<file path="src/rtl/sg_dma_chan.sv">
module sg_dma_chan #(
  parameter int CNT_W = 23
) (
  input  logic        clk,
  input  logic        rst_n,
  input  logic        reg_wr,
  input  logic [2:0]  reg_sel,
  input  logic [31:0] reg_wdata,
  output logic [31:0] reg_rdata,
  output logic        mem_req,
  output logic        mem_we,
  output logic        mem_host,
  output logic [31:0] mem_addr,
  output logic [31:0] mem_wdata,
  input  logic [31:0] mem_rdata,
  input  logic        mem_ack,
  output logic        irq
);

  typedef enum logic [2:0] {S_IDLE, S_FETCH, S_STEP, S_RD, S_WR, S_WB} state_t;

  state_t           st;
  logic [31:0]      host_a, loc_a, nxt, mode_q, buf_q;
  logic [CNT_W-1:0] cnt;
  logic [27:0]      dbase;
  logic             dhost, en_q, abort_p, irq_q, wb_done;
  logic [1:0]       fidx;

  logic busy, cmd_wr, start, l2h, last_w, chain;

  assign busy   = (st != S_IDLE);
  assign cmd_wr = reg_wr && (reg_sel == 3'd5);
  assign start  = cmd_wr && reg_wdata[0] && reg_wdata[1] && !busy;
  assign l2h    = nxt[3];
  assign chain  = mode_q[9];
  assign last_w = (cnt <= CNT_W'(4));
  assign irq    = irq_q;

  always_ff @(posedge clk) begin
    if (!rst_n) begin
      st      <= S_IDLE;
      host_a  <= '0;
      loc_a   <= '0;
      cnt     <= '0;
      nxt     <= '0;
      mode_q  <= '0;
      buf_q   <= '0;
      dbase   <= '0;
      dhost   <= 1'b0;
      en_q    <= 1'b0;
      abort_p <= 1'b0;
      irq_q   <= 1'b0;
      wb_done <= 1'b0;
      fidx    <= '0;
    end else begin
      if (reg_wr && !busy) begin
        case (reg_sel)
          3'd0: host_a <= reg_wdata;
          3'd1: loc_a  <= reg_wdata;
          3'd2: cnt    <= reg_wdata[CNT_W-1:0];
          3'd3: nxt    <= reg_wdata;
          3'd4: mode_q <= reg_wdata;
          default: ;
        endcase
      end
      if (cmd_wr) begin
        en_q <= reg_wdata[0];
        if (reg_wdata[3]) irq_q <= 1'b0;
        if (reg_wdata[2] && busy) abort_p <= 1'b1;
      end

      case (st)
        S_IDLE: begin
          if (start) begin
            abort_p <= 1'b0;
            wb_done <= 1'b0;
            if (chain) begin
              st    <= S_FETCH;
              fidx  <= '0;
              dbase <= nxt[31:4];
              dhost <= nxt[0];
            end else begin
              st <= S_STEP;
            end
          end
        end
        S_FETCH: begin
          if (mem_ack) begin
            case (fidx)
              2'd0: host_a <= mem_rdata;
              2'd1: loc_a  <= mem_rdata;
              2'd2: cnt    <= mem_rdata[CNT_W-1:0];
              default: begin
                nxt <= mem_rdata;
                st  <= S_STEP;
              end
            endcase
            fidx <= fidx + 2'd1;
          end
        end
        S_STEP: begin
          if (abort_p) begin
            st      <= S_IDLE;
            abort_p <= 1'b0;
            if (mode_q[10]) irq_q <= 1'b1;
          end else if (cnt != '0) begin
            st <= S_RD;
          end else if (chain && mode_q[16] && !wb_done) begin
            st <= S_WB;
          end else begin
            if (chain && nxt[2]) irq_q <= 1'b1;
            wb_done <= 1'b0;
            if (chain && !nxt[1]) begin
              st    <= S_FETCH;
              fidx  <= '0;
              dbase <= nxt[31:4];
              dhost <= nxt[0];
            end else begin
              st <= S_IDLE;
              if (mode_q[10]) irq_q <= 1'b1;
            end
          end
        end
        S_RD: begin
          if (mem_ack) begin
            buf_q <= mem_rdata;
            st    <= S_WR;
          end
        end
        S_WR: begin
          if (mem_ack) begin
            host_a <= host_a + 32'd4;
            if (!mode_q[11]) loc_a <= loc_a + 32'd4;
            cnt <= last_w ? '0 : cnt - CNT_W'(4);
            st  <= S_STEP;
          end
        end
        S_WB: begin
          if (mem_ack) begin
            wb_done <= 1'b1;
            st      <= S_STEP;
          end
        end
        default: st <= S_IDLE;
      endcase
    end
  end

  always_comb begin
    mem_req   = 1'b0;
    mem_we    = 1'b0;
    mem_host  = 1'b0;
    mem_addr  = '0;
    mem_wdata = '0;
    case (st)
      S_FETCH: begin
        mem_req  = 1'b1;
        mem_host = dhost;
        mem_addr = {dbase, fidx, 2'b00};
      end
      S_RD: begin
        mem_req  = 1'b1;
        mem_host = !l2h;
        mem_addr = l2h ? loc_a : host_a;
      end
      S_WR: begin
        mem_req   = 1'b1;
        mem_we    = 1'b1;
        mem_host  = l2h;
        mem_addr  = l2h ? host_a : loc_a;
        mem_wdata = buf_q;
      end
      S_WB: begin
        mem_req  = 1'b1;
        mem_we   = 1'b1;
        mem_host = dhost;
        mem_addr = {dbase, 4'h8};
      end
      default: ;
    endcase
  end

  always_comb begin
    case (reg_sel)
      3'd0:    reg_rdata = host_a;
      3'd1:    reg_rdata = loc_a;
      3'd2:    reg_rdata = {{(32-CNT_W){1'b0}}, cnt};
      3'd3:    reg_rdata = nxt;
      3'd4:    reg_rdata = mode_q;
      3'd5:    reg_rdata = {27'd0, !busy, 3'd0, en_q};
      default: reg_rdata = '0;
    endcase
  end

endmodule

</file>
<file path="config.mk">
export PLATFORM = sky130hd
export DESIGN_NAME = sg_dma_chan
export DESIGN_NICKNAME = d
export VERILOG_FILES = /design/src/rtl/sg_dma_chan.sv
export SDC_FILE = /design/constraint.sdc
export NUM_CORES = 1
export LEC_CHECK = 0
export BUFFER_PORTS_ARGS = -buffer_cell sky130_fd_sc_hd__buf_2
export CORE_ASPECT_RATIO = 2
export CORE_MARGIN = 5
export CORE_UTILIZATION = 50
export DETAILED_ROUTE_END_ITERATION = 7
export MAX_ROUTING_LAYER = met4
export PLACE_DENSITY_LB_ADDON = 0.08
export SKIP_LAST_GASP = 1
export SYNTH_ARGS = -nofsm -noshare
export SYNTH_HDL_FRONTEND = slang
export SYNTH_SLANG_ARGS = --single-unit
</file>
<file path="constraint.sdc">
create_clock -name clk -period 2.39 [get_ports clk]
set_input_delay 0.1195 -clock clk [delete_from_list [all_inputs] [get_ports clk]]
set_output_delay 0.1195 -clock clk [all_outputs]
set_load 0.03 [all_outputs]
</file>
# After elaboration in Yosys (flattened, before gate mapping)
# Index checks and enable logic that the tools add are counted.
# op_classes
n_mux	87
n_eq_ne	23
add_sub_neg	4
n_reduce_logical	32
order_cmp	1
# ops
op	count
32-bit 2-to-1 mux	19
32-bit one-hot mux with 6 select lines	1
28-bit 2-to-1 mux	6
23-bit 2-to-1 mux	6
32-bit one-hot mux with 2 select lines	2
32-bit one-hot mux with 4 select lines	1
32-bit by 3-bit adder with 32-bit output (second input constant)	2
28-bit one-hot mux with 2 select lines	1
23-bit one-hot mux with 2 select lines	1
1-bit 2-to-1 mux	28
3-bit 2-to-1 mux	8
23-bit by 3-bit <= comparator with 1-bit output (second input constant)	1
23-bit nonzero test	1
23-bit by 3-bit subtractor with 23-bit output (second input constant)	1
2-bit inequality test (second input constant)	10
2-bit 2-to-1 mux	8
3-bit one-hot mux with 5 select lines	1
3-bit by 2-bit == test with 1-bit output (second input constant)	4
3-bit == test (second input constant)	4
1-bit logical AND	10
3-bit nonzero test	3
8-bit AND reduction	1
7-bit AND reduction	1
3-bit by 1-bit == test with 1-bit output (second input constant)	2
17 further kinds	25
# totals
in_bits	71
reg_bits	221

# Logic depth before layout (Yosys ltp)
# Gate-level depths: netlist (run 1).
# depth
word_depth	10
mapped_depth	10
ltp_nobuf	8

# Worst setup path before layout (run 1)
# OpenSTA, ideal clock, no wires.
# synth_timing
kind	reg-to-reg
start	register st[1]
end	register loc_a[18]
period_less_slack_ns	2.189
path_slack_ns	0.201
t_arrival_ns	2.061
path_stages_with_launch	11
cell_sequence	dfxtp_1 buf_2 or4b_1 buf_2 or3_1 buf_2 buf_2 nand2_1 a21oi_1 a221oi_1 nor2_1
# synth_between
elab_chain_cells	7
elab_cells_between_ends	11
cone_classes	eq/ne: 2; mux: 6; reduce/logical: 3
# synth_lines
item	line	source
start, declared	22	state_t st;
start signal, assigned	41	st <= S_IDLE;
start signal, assigned	78	st <= S_FETCH;
start signal, assigned	83	st <= S_STEP;
3-bit nonzero test	31	assign busy = (st != S_IDLE);
1-bit logical NOT	56	if (reg_wr && !busy) begin
1-bit logical AND	56	
32-bit 2-to-1 mux	56	
32-bit 2-to-1 mux, on equally long branches	133, 89	
32-bit 2-to-1 mux, on equally long branches	131, 88	
32-bit one-hot mux with 2 select lines (*)	72	case (st)
end signal, assigned	59	3'd1: loc_a <= reg_wdata;
end signal, assigned	91	2'd1: loc_a <= mem_rdata;
end signal, assigned	133	if (!mode_q[11]) loc_a <= loc_a + 32'd4;
end, declared	23	logic [31:0] host_a, loc_a, nxt, mode_q, buf_q;
# Mark *: on every way between the ends. The rest lies on a longest branch, timed or not.
# A chain may end at the register's enable or synchronous reset.

# Worst setup path in the final report (run 1)
# layout_timing
start	register st[0]
end	output mem_addr[13]
# layout_between
elab_chain_cells	2
elab_cells_between_ends	5
cone_classes	eq/ne: 4; mux: 1
# layout_lines
item	line	source
3-bit == test, or another cell as far along	155	case (st)
32-bit one-hot mux with 4 select lines (*)	155	
end, declared	13	output logic [31:0] mem_addr,
# Marks and branches as above.

==> impl_metrics.tcl, run 1 <==
set metrics [dict create \
    fin_util_pct 65.4 \
    die_y_um 239 \
    drt_iter0_markers 1605 \
    grt_usage_pct 41.1 \
    cp.required_ps 2270 \
    yosys.area.top_type "dfxtp_1" \
    via_per_inst 6.39 \
    max_freq_ghz 0.392 \
    grt_pass1_vias 15000 \
    rsz0062_at_grt "yes" \
    dr_wl_met3_um 4610 \
    power.total_uw 10400 \
    synthMostInstantiatedCell "nand2_1" \
    core_area_mm2 0.0258 \
    seqCellArea_mm2 0.00443 \
    io_buffers 170 \
    cts_made_buffers 22 \
    dieArea_mm2 0.0297 \
    netlist_area_mm2 0.0131 \
    power.switching_uw 3340 \
    power_density_mw_per_mm2 616 \
    status "finished, violations left" \
    avgSynthCellArea_um2 7.36 \
    gp_congestion 1.05 \
    yosys_register_bits 221 \
    drt-met1-wl_um 20100 \
    wl_met2_um 30600 \
    path_common_cell "buf_6" \
    clkTransAtPathRegs_ps 70 \
    sw_frac_of_total_pct 32.2 \
    fillers 2377 \
    synth_edf_count 0 \
    overflow 0 \
    arrival_ps 2430 \
    synthTopCellsByCount "nand2_1, dfxtp_1, a21oi_1" \
    rows 83 \
    clk_latency_ps 540 \
    slew_headroom_pct 55.0 \
    placed_cells 2272 \
    ant_nets 0 \
    post-route-period-util_pct 107 \
    crit_slowest_cell "a222oi_1" \
    cts_max_level 1 \
    maxCapViolCount 0 \
    firstDrtPassIters 6 \
    ir_drop_uv 616 \
    yosysTopAreaCellShare_pct 33.8 \
    p_int_uw 7040 \
    highest_layer "met4" \
    setup_slack_ps -161 \
    async_flop_share_pct 0 \
    synth_top_flop_cell "dfxtp_1" \
    hold_class "in2reg" \
    multi_input_area_mm2 0.00799 \
    die_x_um 124 \
    power.leakage_uw 0.00692 \
    antenna_found_initial 0 \
    grt_pass1_wl_um 91500 \
    place_ws_ps 72.5 \
    crit_type "reg2out" \
    dp_hpwl_um 44000 \
    cts.sinks 221 \
    failed_checks "negative setup slack" \
    totalWireLength_um 62100 \
    fin_nets 2118 \
    start_kind "register" \
    ys_warn_count 0 \
    cts_tree "done" \
    worst-slew-pin-transition_ps 676 \
    crit_chain "buf_6 -> buf_6 -> nor2b_4 -> nand3_2 -> o21ai_4 -> buf_12 -> a222oi_1 -> inv_1 -> buf_6" \
    vias 15300 \
    endpoint_kind "output port" \
    slowest_delay_ps 530 \
    grt_start_max_net_pins 66 \
    layout-drive-gt1-share_pct 20.6 \
    synth_cells 1777 \
    combPwrFrac_pct 24.3 \
    syn-num-nets 1856 \
    synth_area_leaders "dfxtp_1, nand2_1, a21oi_1, mux2i_1, clkbuf_1" \
    finalNonFillerCells 2395 \
    syn_to_final_growth_pct 28.8 \
    drc 0 \
    synth_cell_types 68 \
    hold_viol_final 0 \
    ioPinCount 171 \
    wl_per_cell_um 25.9 \
    diodes 0 \
    start_util_pct 50.8 \
    whs_ps 113 \
    cts_root_buffer "clkbuf_16" \
    setup_violations 11 \
    cp_max_fo 7 \
    ys_seq_area_share_pct 33.8 \
    slew_violations 0 \
    cts_max_path_buffers 3 \
    power.share.clock_pct 36.9 \
    seqPwrFrac_pct 38.8 \
    fin_skew_ps 16.4 \
    period_needed_ps 2550 \
]
[power by group through the flow]
stage	logic [µW]	clock network [µW]	registers, µW
after floorplan	1290	0	4030
after global placement	2250	0	4090
after detailed placement	2260	0	4100
after CTS	2430	3890	4020
after global routing	2640	4020	4040
final	2520	3830	4030
[routing by layer]
metal  vias up  track usage, %
met1      7168            41.1
met2       923            69.8
li1       6840               -
met4         0            36.4
met3       378            4.94
met5         -               -
[per-stage QoR]
step / TNS (ps) / cell area [µm²]
5_1_grt: -1900 / 16900
6_report: -816 / 16900
3_3_place_gp: 0 / 15000
2_1_floorplan: 0 / 13100
3_5_place_dp: 0 / 15000
4_1_cts: -1420 / 16700
[logic make-up after synthesis]
kind of cell,share of synthesized area (%)
buf+inv,6.00
flops,33.8
fa+ha+maj,0.765
mux,6.16
simple gates,25.3
xor+xnor,3.88
compound gates,24.0
[final cells by class]
class	count	share of cell area, %
clock inverter	10	0.742
sequential	221	26.3
timing repair buffer	398	18.3
tap	340	2.52
clock buffer	30	3.87
multi-input combinational	1356	47.4
inverter	40	0.935
[layout by cell type (no fill, tap or decap), types with 10 or more instances in the layout]
master / instances
a211oi_1: 37
a21oi_1: 203
a221oi_1: 36
a222oi_1: 35
a22oi_1: 39
a31oi_1: 10
and2_1: 41
and3_1: 14
and4_1: 12
buf_12: 16
buf_2: 152
buf_4: 141
buf_6: 17
clkbuf_16: 24
dfxtp_1: 217
dlygate4sd3_1: 65
inv_1: 38
mux2_2: 10
mux2i_1: 67
nand2_1: 359
nand3_1: 57
nand4_1: 21
nor2_1: 128
nor3_1: 18
o21ai_0: 60
o22ai_1: 23
xnor2_1: 38
xor2_1: 20
[sequential cells by signal (all words and copies together), names as in the netlist]
register and flops:
buf_q 32, host_a 32, loc_a 32, mode_q 32, nxt 32, dbase 28
cnt 23, st 3, fidx 2, abort_p 1, dhost 1, en_q 1
irq 1, wb_done 1
[worst max-delay path, delay by kind of cell (launching register included)]
kind,cells,cell delay (ps)
buffers and inverters,5,700
AOI/OAI and AO/OA,2,640
DFF,1,340
and+or+nand+nor,2,210
[final timing paths]
| path | slack (ps) | to | depth (start not counted) | start |
|---|---|---|---|---|
| worst min register to register | 450 | buf_q[21] | 2 | buf_q[21] |
| worst max-delay path | -160 | mem_addr[13] | 9 | st[0] |
| worst min-delay path | 110 | host_a[27] | 3 | rst_n |
| worst max register to register | 50 | host_a[30] | 8 | st[2] |
[what timing repair did]
| action | in CTS | in global routing |
|---|---|---|
| endpoints found under the hold margin | 141 | 0 |
| pin swaps | 5 | 7 |
| hold buffers | 65 | 0 |
| setup buffers | 12 | 6 |
| endpoints found under the setup margin | 32 | 34 |
| cloned | 2 | 1 |
| resized for setup | 28 | 35 |
No activity file was read; power rests on OpenSTA's default activity.
==> run 2, diff against run 1 <==
- ABC_AREA: unset -> 1
==> impl_metrics.tcl, run 2 <==
set metrics [dict create \
    synth_xor_area_share_pct 1.07 \
    muxShareOfSynthArea_pct 0 \
    synth_edf_count 0 \
    ys_seq_area_share_pct 31.7 \
    fin_area_mm2 0.0172 \
    cts_made_buffers 23 \
    setup_violations 1 \
    start_util_pct 50.6 \
    r2r_setup_slack_ps 50 \
    die_x_um 128 \
    failed_checks "negative setup slack" \
    io_buffers 170 \
    synth_simple_gate_area_share_pct 28.0 \
    post-route-period-util_pct 101 \
    async_flop_share_pct 0 \
    power.leakage_uw 0.00781 \
    cts_max_path_buffers 3 \
    synth_top_family_by_area "simple AND/OR/NAND/NOR gates" \
    antenna_found_initial 4 \
    cts_root_buffer "clkbuf_16" \
    dpl-instance-area_mm2 0.0156 \
    vias 17700 \
    finalNonFillerCells 2878 \
    via_per_inst 6.14 \
    synth_compound_area_share_pct 25.1 \
    crit_chain "inv_4 -> nand2_4 -> nor2_4 -> inv_4 -> o21ai_4 -> buf_12 -> buf_12 -> a22oi_1 -> o21ai_1 -> buf_4" \
    start_kind "register" \
    synthAdderAreaFrac_pct 0.717 \
    die_y_um 246 \
    cts_tree "done" \
    synth_top_flop_cell "dfxtp_1" \
    worst-slew-pin-transition_ps 1080 \
    hold_class "in2reg" \
    cts_max_level 1 \
    rsz0062_at_grt "yes" \
    ir_drop_uv 553 \
    maxCapViolCount 0 \
    fin_nets 2584 \
    core_area_mm2 0.0275 \
    wl_per_cell_um 25.4 \
    wl_met2_um 33300 \
    syn_to_final_growth_pct 23.1 \
    setup_slack_ps -18.7 \
    synth_cells 2274 \
    ys_warn_count 0 \
    max_freq_ghz 0.415 \
    slowest_delay_ps 350 \
    totalWireLength_um 73200 \
    status "finished, violations left" \
    avgSynthCellArea_um2 6.13 \
    yosys.area.top_type "dfxtp_1" \
    grt_usage_pct 46.3 \
    path_delay_family "buffers and inverters" \
    grt_start_max_net_pins 65 \
    placed_cells 2774 \
    final_cell_mix "nand2_1, inv_1, nor2_1" \
    layout-drive-gt1-share_pct 15.2 \
    yosysTopAreaCellShare_pct 31.7 \
    slew_violations 0 \
    grt_pass1_vias 17000 \
    dieArea_mm2 0.0315 \
    crit_slowest_cell "dfxtp_2" \
    arrival_ps 2290 \
    ioPinCount 171 \
    cts.sinks 221 \
    synth_area_leaders "dfxtp_1, nand2_1, inv_1, a21oi_1, nor2_1" \
    firstDrtPassIters 7 \
    synthMostInstantiatedCell "nand2_1" \
    rows 86 \
    ant_nets 0 \
    fin_skew_ps 13.8 \
    gp_congestion 1.09 \
    cp_max_fo 8 \
    power_density_mw_per_mm2 520 \
    dr_wl_met3_um 7810 \
    cp.required_ps 2270 \
    critPathBufInv 5 \
    period_needed_ps 2410 \
    dp_hpwl_um 53800 \
    hold_viol_final 0 \
    overflow 0 \
    final_common_cell "nand2_1" \
    drt_iter0_markers 1822 \
    yosys_register_bits 221 \
    highest_layer "met4" \
    drc 0 \
    crit_type "reg2out" \
    synth_cell_types 41 \
    clk_latency_ps 540 \
    endpoint_kind "output port" \
    slew_headroom_pct 27.2 \
    synthTopCellsByCount "nand2_1, inv_1, nor2_1" \
    syn-num-nets 2353 \
    clkTransAtPathRegs_ps 70 \
    grt_pass1_wl_um 105000 \
    netlist_area_mm2 0.0140 \
    drt-met1-wl_um 22200 \
]
run 2: changes by cell type after synthesis, moves of 26 or more:
cell | previous run | this run
nand3_1 | 59 | 121
o21ai_0 | 61 | 166
xnor2_1 | 38 | 4
a221oi_1 | 36 | 10
a222oi_1 | 35 | 0
nand2_1 | 362 | 495
o211ai_1 | 2 | 30
inv_1 | 39 | 338
mux2i_1 | 67 | 0
and2_1 | 40 | 0
a211oi_1 | 37 | 0
clkbuf_1 | 131 | 67
nor2_1 | 129 | 242
o21ai_1 | 3 | 89
run 2: cell type report:
class	instances	area (µm²)
Antenna cell	6	15.0
Inverter	357	1350
Tap cell	352	440
Timing Repair Buffer	323	2420
Clock buffer	31	646
Clock inverter	9	126
Fill cell	2702	10400
Sequential cell	221	4430
Multi-Input combinational cell	1579	7740
run 2: worst min-delay path, stage by stage:
cell	delay, ps
buf_2	170
o21ai_0	170
a21oi_1	40
run 2: kinds of logic (layout without fill, tap and decap cells):
group	after synthesis	in the layout
simple gates	937	937
flops	221	221
other cells	0	6
buf+inv	474	720
compound gates	617	617
fa+ha+maj	8	8
xor+xnor	17	17
run 2: per-stage QoR:
step	setup TNS, ps	utilization [%]	total power [µW]	setup WS [ps]	hold WS, ps
global placement	0	56.7	5000	168	415
floorplan	0	-	4500	421	263
finish	-18.7	62.4	8930	-18.7	15.6
CTS	-364	61.6	8880	-75.0	6.41
detailed placement	0	56.7	5010	157	426
global route	-294	62.3	9130	-95.2	13.1
run 2: per-layer routing:
| metal | global-route usage, % | up-vias |
|---|---|---|
| met1 | 44.3 | 8024 |
| met3 | 12.2 | 501 |
| li1 | - | 7906 |
| met2 | 72.1 | 1235 |
| met5 | - | - |
| met4 | 48.2 | 0 |
run 2: what timing repair did:
item | CTS | global route
pin swaps | 0 | 2
cloned | 0 | 1
resized for setup | 18 | 43
setup buffers | 0 | 5
hold buffers | 52 | 0
endpoints found under the setup margin | 33 | 38
endpoints found under the hold margin | 80 | 0
run 2: worst paths after layout:
check             cells after the start           end          from
setup / recovery                     10  mem_addr[10]         st[1]
setup reg to reg                      7    host_a[31]    host_a[11]
hold / removal                        3      buf_q[0]  mem_rdata[0]
hold reg to reg                       2       wb_done       wb_done
run 2: report_power, final:
| group | switching (µW) | internal, µW |
|---|---|---|
| Clock | 1640 | 2220 |
| Combinational | 840 | 378 |
| Sequential | 87.3 | 3760 |
| Total | 2570 | 6360 |
